$ cat src/rtl/sw3_pkg.sv
package sw3_pkg;

   // Opcode carried in the two bits after the start bit
   typedef enum logic [1:0] {
      OP_SPECIAL = 2'b00,
      OP_WRITE   = 2'b01,
      OP_READ    = 2'b10,
      OP_ERASE   = 2'b11
   } sw3_op_e;

   // Special command code carried in the two address MSBs
   typedef enum logic [1:0] {
      SP_DISABLE = 2'b00,
      SP_WRALL   = 2'b01,
      SP_ERALL   = 2'b10,
      SP_ENABLE  = 2'b11
   } sw3_sp_e;

   typedef enum logic [2:0] {
      ST_IDLE,
      ST_OPC,
      ST_ADR,
      ST_DAT,
      ST_RD,
      ST_STAT,
      ST_DONE
   } sw3_st_e;

endpackage

$ cat src/rtl/sw3_pin_sense.sv
module sw3_pin_sense #(
   parameter int CS_MIN_LOW = 4
) (
   input  logic clk,
   input  logic rst_n,
   input  logic sel_i,
   input  logic sclk_i,
   output logic sclk_rise_o,
   output logic sel_rise_o,
   output logic low_ok_o
);
   localparam int LW = $clog2(CS_MIN_LOW + 1);
   localparam logic [LW-1:0] LOW_MAX = LW'(CS_MIN_LOW);

   generate
      if (CS_MIN_LOW < 1) begin : g_bad_low
         $error("sw3_pin_sense: CS_MIN_LOW must be at least 1");
      end
   endgenerate

   logic          sclk_q;
   logic          sel_q;
   logic [LW-1:0] low_cnt;

   always_ff @(posedge clk) begin
      if (!rst_n) begin
         sclk_q  <= 1'b0;
         sel_q   <= 1'b0;
         low_cnt <= '0;
      end else begin
         sclk_q <= sclk_i;
         sel_q  <= sel_i;
         if (sel_i)
            low_cnt <= '0;
         else if (low_cnt != LOW_MAX)
            low_cnt <= low_cnt + 1'b1;
      end
   end

   assign sclk_rise_o = sclk_i & ~sclk_q;
   assign sel_rise_o  = sel_i & ~sel_q;
   assign low_ok_o    = (low_cnt == LOW_MAX);


   low_window_chk: assert property (@(posedge clk) disable iff (!rst_n)
      (sel_i && $past(sel_i)) |-> !low_ok_o);

endmodule

$ cat src/rtl/sw3_prog_timer.sv
module sw3_prog_timer #(
   parameter int PROG_CYC = 40
) (
   input  logic clk,
   input  logic rst_n,
   input  logic start_i,
   output logic busy_o
);
   localparam int CW = $clog2(PROG_CYC + 1);
   localparam logic [CW-1:0] CYC_INIT = CW'(PROG_CYC);

   generate
      if (PROG_CYC < 1) begin : g_bad_cyc
         $error("sw3_prog_timer: PROG_CYC must be at least 1");
      end
   endgenerate

   logic [CW-1:0] cnt;

   always_ff @(posedge clk) begin
      if (!rst_n)
         cnt <= '0;
      else if (start_i)
         cnt <= CYC_INIT;
      else if (cnt != '0)
         cnt <= cnt - 1'b1;
   end

   assign busy_o = (cnt != '0);


   busy_after_start_chk: assert property (@(posedge clk) disable iff (!rst_n)
      start_i |=> busy_o);


   countdown_chk: assert property (@(posedge clk) disable iff (!rst_n)
      (busy_o && !start_i) |=> (cnt == $past(cnt) - 1'b1));

endmodule

$ cat src/rtl/sw3_word_store.sv
module sw3_word_store #(
   parameter int DATA_W = 16,
   parameter int ADDR_W = 7
) (
   input  logic              clk,
   input  logic              rst_n,
   input  logic              wr_one_i,
   input  logic              wr_all_i,
   input  logic [ADDR_W-1:0] waddr_i,
   input  logic [DATA_W-1:0] wdata_i,
   input  logic [ADDR_W-1:0] raddr_i,
   output logic [DATA_W-1:0] rdata_o
);
   localparam int DEPTH = 1 << ADDR_W;

   generate
      if (ADDR_W > 10) begin : g_bad_depth
         $error("sw3_word_store: ADDR_W too large for a register array");
      end
   endgenerate

   logic [DATA_W-1:0] words [DEPTH];

   always_ff @(posedge clk) begin
      for (int i = 0; i < DEPTH; i++) begin
         if (wr_all_i || (wr_one_i && (waddr_i == ADDR_W'(i))))
            words[i] <= wdata_i;
      end
   end

   assign rdata_o = words[raddr_i];


   store_hold_chk: assert property (@(posedge clk) disable iff (!rst_n)
      (!wr_one_i && !wr_all_i) |=> $stable(words[0]));

endmodule

$ cat src/rtl/sw3_eeprom.sv
module sw3_eeprom
   import sw3_pkg::*;
#(
   parameter int DATA_W     = 16,
   parameter int ADDR_W     = 7,
   parameter int PROG_CYC   = 40,
   parameter int CS_MIN_LOW = 4
) (
   input  logic clk,
   input  logic rst_n,
   input  logic sel_i,
   input  logic sclk_i,
   input  logic sdin_i,
   output logic sdout_o,
   output logic sdout_oe_o
);
   localparam int MAXW  = (DATA_W > ADDR_W) ? DATA_W : ADDR_W;
   localparam int CNT_W = $clog2(MAXW + 1);
   localparam logic [CNT_W-1:0] ADR_LAST = CNT_W'(ADDR_W - 1);
   localparam logic [CNT_W-1:0] DAT_LAST = CNT_W'(DATA_W - 1);

   generate
      if (DATA_W != 8 && DATA_W != 16) begin : g_bad_width
         $error("sw3_eeprom: DATA_W must be 8 or 16");
      end
      if (ADDR_W < 2) begin : g_bad_addr
         $error("sw3_eeprom: ADDR_W must be at least 2");
      end
   endgenerate

   logic sclk_rise, sel_rise, low_ok, busy;

   sw3_pin_sense #(.CS_MIN_LOW(CS_MIN_LOW)) u_sense (
      .clk         (clk),
      .rst_n       (rst_n),
      .sel_i       (sel_i),
      .sclk_i      (sclk_i),
      .sclk_rise_o (sclk_rise),
      .sel_rise_o  (sel_rise),
      .low_ok_o    (low_ok)
   );

   sw3_st_e           st;
   sw3_op_e           opc_q;
   logic [ADDR_W-1:0] addr_sh;
   logic [DATA_W-1:0] dat_sh;
   logic [CNT_W-1:0]  bcnt;
   logic [ADDR_W-1:0] rd_addr;
   logic [DATA_W-1:0] rd_sh;
   logic              do_q;
   logic              en_q;

   logic              step, adr_last, dat_last;
   logic [ADDR_W-1:0] full_addr;
   logic [DATA_W-1:0] full_data;
   sw3_sp_e           sp;
   logic              wr_one, wr_all, prog_start, en_set, en_clr;
   logic [ADDR_W-1:0] waddr;
   logic [DATA_W-1:0] wdata;
   logic [DATA_W-1:0] rdata;

   assign step      = sel_i & ~sel_rise & sclk_rise;
   assign full_addr = {addr_sh[ADDR_W-2:0], sdin_i};
   assign full_data = {dat_sh[DATA_W-2:0], sdin_i};
   assign sp        = sw3_sp_e'(full_addr[ADDR_W-1 -: 2]);
   assign adr_last  = step && (st == ST_ADR) && (bcnt == ADR_LAST);
   assign dat_last  = step && (st == ST_DAT) && (bcnt == DAT_LAST);

   // Command decode: memory updates and latch changes
   always_comb begin
      wr_one = 1'b0;
      wr_all = 1'b0;
      waddr  = full_addr;
      wdata  = '1;
      en_set = 1'b0;
      en_clr = 1'b0;
      if (adr_last) begin
         case (opc_q)
            OP_ERASE: wr_one = en_q;
            OP_SPECIAL: begin
               case (sp)
                  SP_ENABLE:  en_set = 1'b1;
                  SP_DISABLE: en_clr = 1'b1;
                  SP_ERALL:   wr_all = en_q;
                  default:    ;
               endcase
            end
            default: ;
         endcase
      end else if (dat_last) begin
         waddr = addr_sh;
         wdata = full_data;
         if (opc_q == OP_WRITE)
            wr_one = en_q;
         else
            wr_all = en_q;
      end
   end

   assign prog_start = wr_one | wr_all;

   sw3_prog_timer #(.PROG_CYC(PROG_CYC)) u_timer (
      .clk     (clk),
      .rst_n   (rst_n),
      .start_i (prog_start),
      .busy_o  (busy)
   );

   sw3_word_store #(.DATA_W(DATA_W), .ADDR_W(ADDR_W)) u_store (
      .clk      (clk),
      .rst_n    (rst_n),
      .wr_one_i (wr_one),
      .wr_all_i (wr_all),
      .waddr_i  (waddr),
      .wdata_i  (wdata),
      .raddr_i  (rd_addr),
      .rdata_o  (rdata)
   );

   // Frame sequencer
   always_ff @(posedge clk) begin
      if (!rst_n) begin
         st      <= ST_IDLE;
         opc_q   <= OP_SPECIAL;
         addr_sh <= '0;
         dat_sh  <= '0;
         bcnt    <= '0;
         rd_addr <= '0;
         rd_sh   <= '0;
         do_q    <= 1'b0;
         en_q    <= 1'b0;
      end else begin
         if (en_set)
            en_q <= 1'b1;
         else if (en_clr)
            en_q <= 1'b0;

         if (!sel_i) begin
            st <= ST_IDLE;
         end else if (sel_rise) begin
            st <= (low_ok && busy) ? ST_STAT : ST_IDLE;
         end else if (sclk_rise) begin
            case (st)
               ST_IDLE, ST_STAT: begin
                  if (sdin_i && !busy) begin
                     st   <= ST_OPC;
                     bcnt <= '0;
                  end
               end
               ST_OPC: begin
                  opc_q <= sw3_op_e'({opc_q[0], sdin_i});
                  if (bcnt == CNT_W'(1)) begin
                     st   <= ST_ADR;
                     bcnt <= '0;
                  end else begin
                     bcnt <= bcnt + 1'b1;
                  end
               end
               ST_ADR: begin
                  addr_sh <= full_addr;
                  if (bcnt == ADR_LAST) begin
                     bcnt <= '0;
                     case (opc_q)
                        OP_READ: begin
                           st      <= ST_RD;
                           do_q    <= 1'b0;
                           rd_addr <= full_addr;
                        end
                        OP_WRITE: st <= ST_DAT;
                        OP_SPECIAL: st <= (sp == SP_WRALL) ? ST_DAT : ST_DONE;
                        default: st <= ST_DONE;
                     endcase
                  end else begin
                     bcnt <= bcnt + 1'b1;
                  end
               end
               ST_DAT: begin
                  dat_sh <= full_data;
                  if (bcnt == DAT_LAST)
                     st <= ST_DONE;
                  else
                     bcnt <= bcnt + 1'b1;
               end
               ST_RD: begin
                  if (bcnt == '0) begin
                     do_q  <= rdata[DATA_W-1];
                     rd_sh <= {rdata[DATA_W-2:0], 1'b0};
                     bcnt  <= DAT_LAST;
                  end else begin
                     do_q  <= rd_sh[DATA_W-1];
                     rd_sh <= {rd_sh[DATA_W-2:0], 1'b0};
                     bcnt  <= bcnt - 1'b1;
                     if (bcnt == CNT_W'(1))
                        rd_addr <= rd_addr + 1'b1;
                  end
               end
               default: ;
            endcase
         end
      end
   end

   assign sdout_oe_o = sel_i && ((st == ST_RD) || (st == ST_STAT));
   assign sdout_o    = (st == ST_STAT) ? ~busy : do_q;


   dummy_zero_chk: assert property (@(posedge clk) disable iff (!rst_n)
      ((st == ST_RD) && ($past(st) != ST_RD)) |-> !do_q);


   no_restart_chk: assert property (@(posedge clk) disable iff (!rst_n)
      busy |-> !prog_start);


   latch_gate_chk: assert property (@(posedge clk) disable iff (!rst_n)
      prog_start |-> en_q);


   status_entry_chk: assert property (@(posedge clk) disable iff (!rst_n)
      ((st == ST_STAT) && ($past(st) != ST_STAT)) |-> $past(busy));

endmodule

$ cat config.mk
export PLATFORM = sky130hd
export DESIGN_NAME = sw3_eeprom
export DESIGN_NICKNAME = d
export VERILOG_FILES = /design/src/rtl/sw3_pkg.sv /design/src/rtl/sw3_pin_sense.sv /design/src/rtl/sw3_prog_timer.sv /design/src/rtl/sw3_word_store.sv /design/src/rtl/sw3_eeprom.sv
export SDC_FILE = /design/constraint.sdc
export NUM_CORES = 2
export LEC_CHECK = 0
export ABC_AREA = 1
export BUFFER_PORTS_ARGS = -buffer_cell sky130_fd_sc_hd__buf_4
export CAP_MARGIN = 20
export CORE_UTILIZATION = 31
export CTS_CLUSTER_DIAMETER = 120
export DETAILED_ROUTE_END_ITERATION = 8
export PLACE_DENSITY = 0.55
export SYNTH_ARGS = -nofsm -noshare
export SYNTH_HDL_FRONTEND = slang
export SYNTH_SLANG_ARGS = --single-unit
$ cat constraint.sdc
create_clock -name clk -period 3.65 [get_ports clk]
set_input_delay 0.1825 -clock clk [delete_from_list [all_inputs] [get_ports clk]]
set_output_delay 0.1825 -clock clk [all_outputs]
set_load 0.02 [all_outputs]
==> summary.md <==
| Metric | Value |
|---|---|
| Placement Cell Area | `92670 sq um` |
| Worst-skew pair later-pin latency | `0.88 ns` |
| Die Area | `279200 sq um` |
| Initial Util | `31.28%` |
| Drt pass-1 iters | `8` |
| P per Cell Area | `489.6 nW/um^2` |
| Post-Syn Instances | `7347` |
| Outcome | `finished, final reports clean` |
| Reg-to-reg endpoint | `u_store.words[126][15]` |
| Die X | `528.4 microns` |
| Synthesized area | `85880 sq um` |
| HP Class | `input pin to flop` |
| Routed wire length | `262.9 mm` |
| Peak VDD IR | `0.4948 mV` |
| Yosys warns | `0` |
| Most common cell on crit path | `nand2_1` |
| Worst Clk Skew | `0.05162 ns` |
| Sequential area share after synthesis | `73.33%` |
| Largest net degree at the start of global routing | `169` |
| Die Height | `528.4 microns` |
| Clock transition at path regs | `0.07 ns` |
| Final worst-path cycle share | `95.29%` |
| Hold EP | `u_sense.low_cnt[1]` |
| Commonest non-fill, non-tap cell in the layout | `nand2_1` |
| TritonCTS clock tree | `done` |
| Post-Place Cells | `10.88k` |
| Crit path cell chain | `ha_1, nand2_1, nor2_1, ha_1, inv_1, nor2_2, nand2_1, buf_4, inv_2, or2_1, o21ai_2, inv_2, nand2_1, nor2_2, nand2_1, buf_12, o21ai_2` |
| Syn nets | `7363` |
| Worst reg-to-reg setup slack | `0.17 ns` |
| Fmax achieved | `0.2875 GHz` |
| Most frequent cells in the layout | `nand2_1, edfxtp_1, nand3_1` |
| Area grow syn2layout | `16.34%` |
| Arrival time worst endpoint | `3.97 ns` |
| Residual DRC count | `0` |
| Routed via count | `57.72k` |
| Hold Path Origin | `sel_i` |
| R2R cell count | `17` |
| Flop pwr share | `53.8%` |
| Worst-path fanout max | `16` |
| Std-Cell Rows | `192` |
| RePlAce Congestion | `0.9267` |
| Drt initial violations | `6829` |
| Switching part of the total power | `20.16%` |
| Global Route Usage Sum | `18.46%` |
| Post-synthesis cell type count | `41` |
| GRT Residual Overflow | `0` |
| Antenna Nets Post-Route | `0` |
| Worst slew pin tran | `0.9319 ns` |
| First-pass GRT wire length | `382.1 mm` |
| RSZ-0062 raised after global routing | `false` |
| Post-DP HPWL | `165.8 mm` |
| Slew margin rel. | `37.54%` |
| Max H-tree Level | `4` |
| Routed vias/inst | `5.121` |
| Initial antenna violation count | `4` |
| Clock power share | `45.1%` |
| Leak Pwr | `37.65 nW` |
| Syn_area_per_cell | `11.69 sq um` |
| Final hold violations | `0` |
| Max Cap Viol | `0` |
| Yosys reg bits | `2122` |
| Layout Cell Area excl Fill | `99920 sq um` |
| Nets | `7423` |
| CP peak stage delay | `0.63 ns` |
| Tmin final | `3.478 ns` |
| Pwr Total | `0.04892 W` |
| Worst setup path class | `flop to flop` |
| Critical Path RT | `4.14 ns` |
| Routed len/inst | `23.33 microns` |
| # setup viols final | `0` |
| CTS Buffer Depth | `3` |
| Switching power | `0.009864 W` |
| Critical Path Slowest Stage Cell | `o21ai_2` |
| Hold depth | `5` |
| Reg2reg start | `bcnt[0]` |
| CTS Buf Count | `207` |
| I/O pin total | `7` |
| Vias in the first global route | `55.82k` |
| Finished Layout Cells | `11.27k` |
| # clock sinks | `2122` |
| Total core area | `274600 sq um` |
| Final-layout fill cell count | `26.51k` |
| Post-CTS Setup Inserts | `0` |
| Clock root buffer | `clkbuf_16` |
| Final slew viol count | `0` |
| CP startpoint kind | `flop` |
| Critical path capture point type | `flop` |
| P_int | `0.03906 W` |
| Share of layout cells above drive strength 1 | `10.11%` |
| Comb pwr share | `1.1%` |
| I/O Buffers | `6` |
sequential cells by signal, summed over array words and instances (netlist names), named ones only:
signal	cells
u_sense.sclk_q	1
opc_q	2
en_q	1
u_timer.cnt	6
rd_sh	15
u_sense.low_cnt	3
rd_addr	7
u_store.words	2048
dat_sh	15
bcnt	5
st	3
u_sense.sel_q	1
addr_sh	7
do_q	1
worst max path at each step:
stage            start                      to
6_report       bcnt[0]  u_store.words[126][15]
5_1_grt        bcnt[1]  u_store.words[126][15]
4_1_cts        bcnt[0]  u_store.words[117][15]
3_5_place_dp   bcnt[0]   u_store.words[33][14]
3_3_place_gp   bcnt[0]    u_store.words[33][6]
2_1_floorplan  bcnt[0]    u_store.words[58][0]
what timing repair did:
action | 4_1_cts | 5_1_grt
hold endpoints to repair | 59 | 0
hold buffers | 8 | 0
endpoints found under the setup margin | 109 | 529
gates resized for setup | 9 | 20
cell families (layout without fill, tap and decap cells):
kind of cell | count (synthesis) | count (layout) | share of synthesized area (%)
buffers and inverters | 579 | 815 | 2.663
AO/OA/AOI/OAI | 259 | 259 | 1.614
flip-flops | 2122 | 2122 | 73.33
XOR/XNOR | 9 | 9 | 0.09177
other | 0 | 2 | 0
adder cells (fa/ha/maj) | 11 | 11 | 0.1602
AND/OR/NAND/NOR | 4367 | 4367 | 22.14
stage by stage:
step	TNS [ns]	hold WS [ns]	util (%)	setup WS [ns]
finish	0	0.1822	36.39	0.1721
global route	0	0.2018	36.39	0.008374
CTS	-0.2074	0.1259	36.34	-0.01225
detailed placement	-0.3628	0.3759	33.75	-0.02327
global placement	-1.083	0.3769	33.75	-0.04813
floorplan	0	0.2760	-	0.08218
synth_stat cells, drive strengths merged:
master | instances | share of area [%]
o22ai | 1 | 0.0073
o2111ai | 1 | 0.017
clkinv | 1 | 0.0044
o221ai | 1 | 0.010
o32ai | 1 | 0.010
a221oi | 2 | 0.020
nor2 | 87 | 0.42
inv | 87 | 0.38
o211ai | 4 | 0.035
or2 | 19 | 0.14
clkbuf | 347 | 1.5
a22oi | 1 | 0.0087
nand2 | 2248 | 9.8
a31oi | 5 | 0.036
xnor2 | 4 | 0.041
nor4 | 3 | 0.022
dfxtp | 74 | 1.7
o21ai | 178 | 1.1
o31ai | 1 | 0.0087
nor3 | 9 | 0.066
buf | 144 | 0.76
edfxtp | 2048 | 72
xor2 | 5 | 0.051
nand3 | 2000 | 12
ha | 11 | 0.16
a211oi | 3 | 0.026
o21a | 2 | 0.017
nand4 | 1 | 0.0073
a21oi | 59 | 0.34
critical path, delay by kind of cell, from the launching register on:
kind	cells	cell delay, ns
fa+ha+maj	2	0.35
simple gates	8	1.05
flops	1	0.34
buf+inv	5	0.65
compound gates	2	0.70
power by group through the flow:
| stage | sequential, W | clock, W | combinational, W |
|---|---|---|---|
| floorplan | 0.0268 | 0 | 0.000347 |
| global placement | 0.0269 | 0 | 0.000502 |
| detailed placement | 0.0269 | 0 | 0.000517 |
| CTS | 0.0263 | 0.0224 | 0.000526 |
| global route | 0.0263 | 0.0232 | 0.000580 |
| finish | 0.0263 | 0.0221 | 0.000529 |
layout make-up:
| type | count | area (sq um) | area share [%] |
|---|---|---|---|
| Antenna cell | 2 | 5.005 | 0.005009 |
| Timing Repair Buffer | 342 | 3892 | 3.896 |
| Sequential cell | 2122 | 63000 | 63.05 |
| Clock inverter | 139 | 1587 | 1.588 |
| Clock buffer | 246 | 5369 | 5.373 |
| Multi-Input combinational cell | 4646 | 21100 | 21.12 |
| Inverter | 88 | 355.3 | 0.3556 |
| Tap cell | 3686 | 4612 | 4.616 |
routing by layer:
metal  global-route usage, %  part of all wire (%)
met5                       0                     0
met4                   6.815                   3.6
met3                   3.375                   7.1
met2                   30.51                    48
met1                   24.06                    41
(Power assumes the default switching activity.)
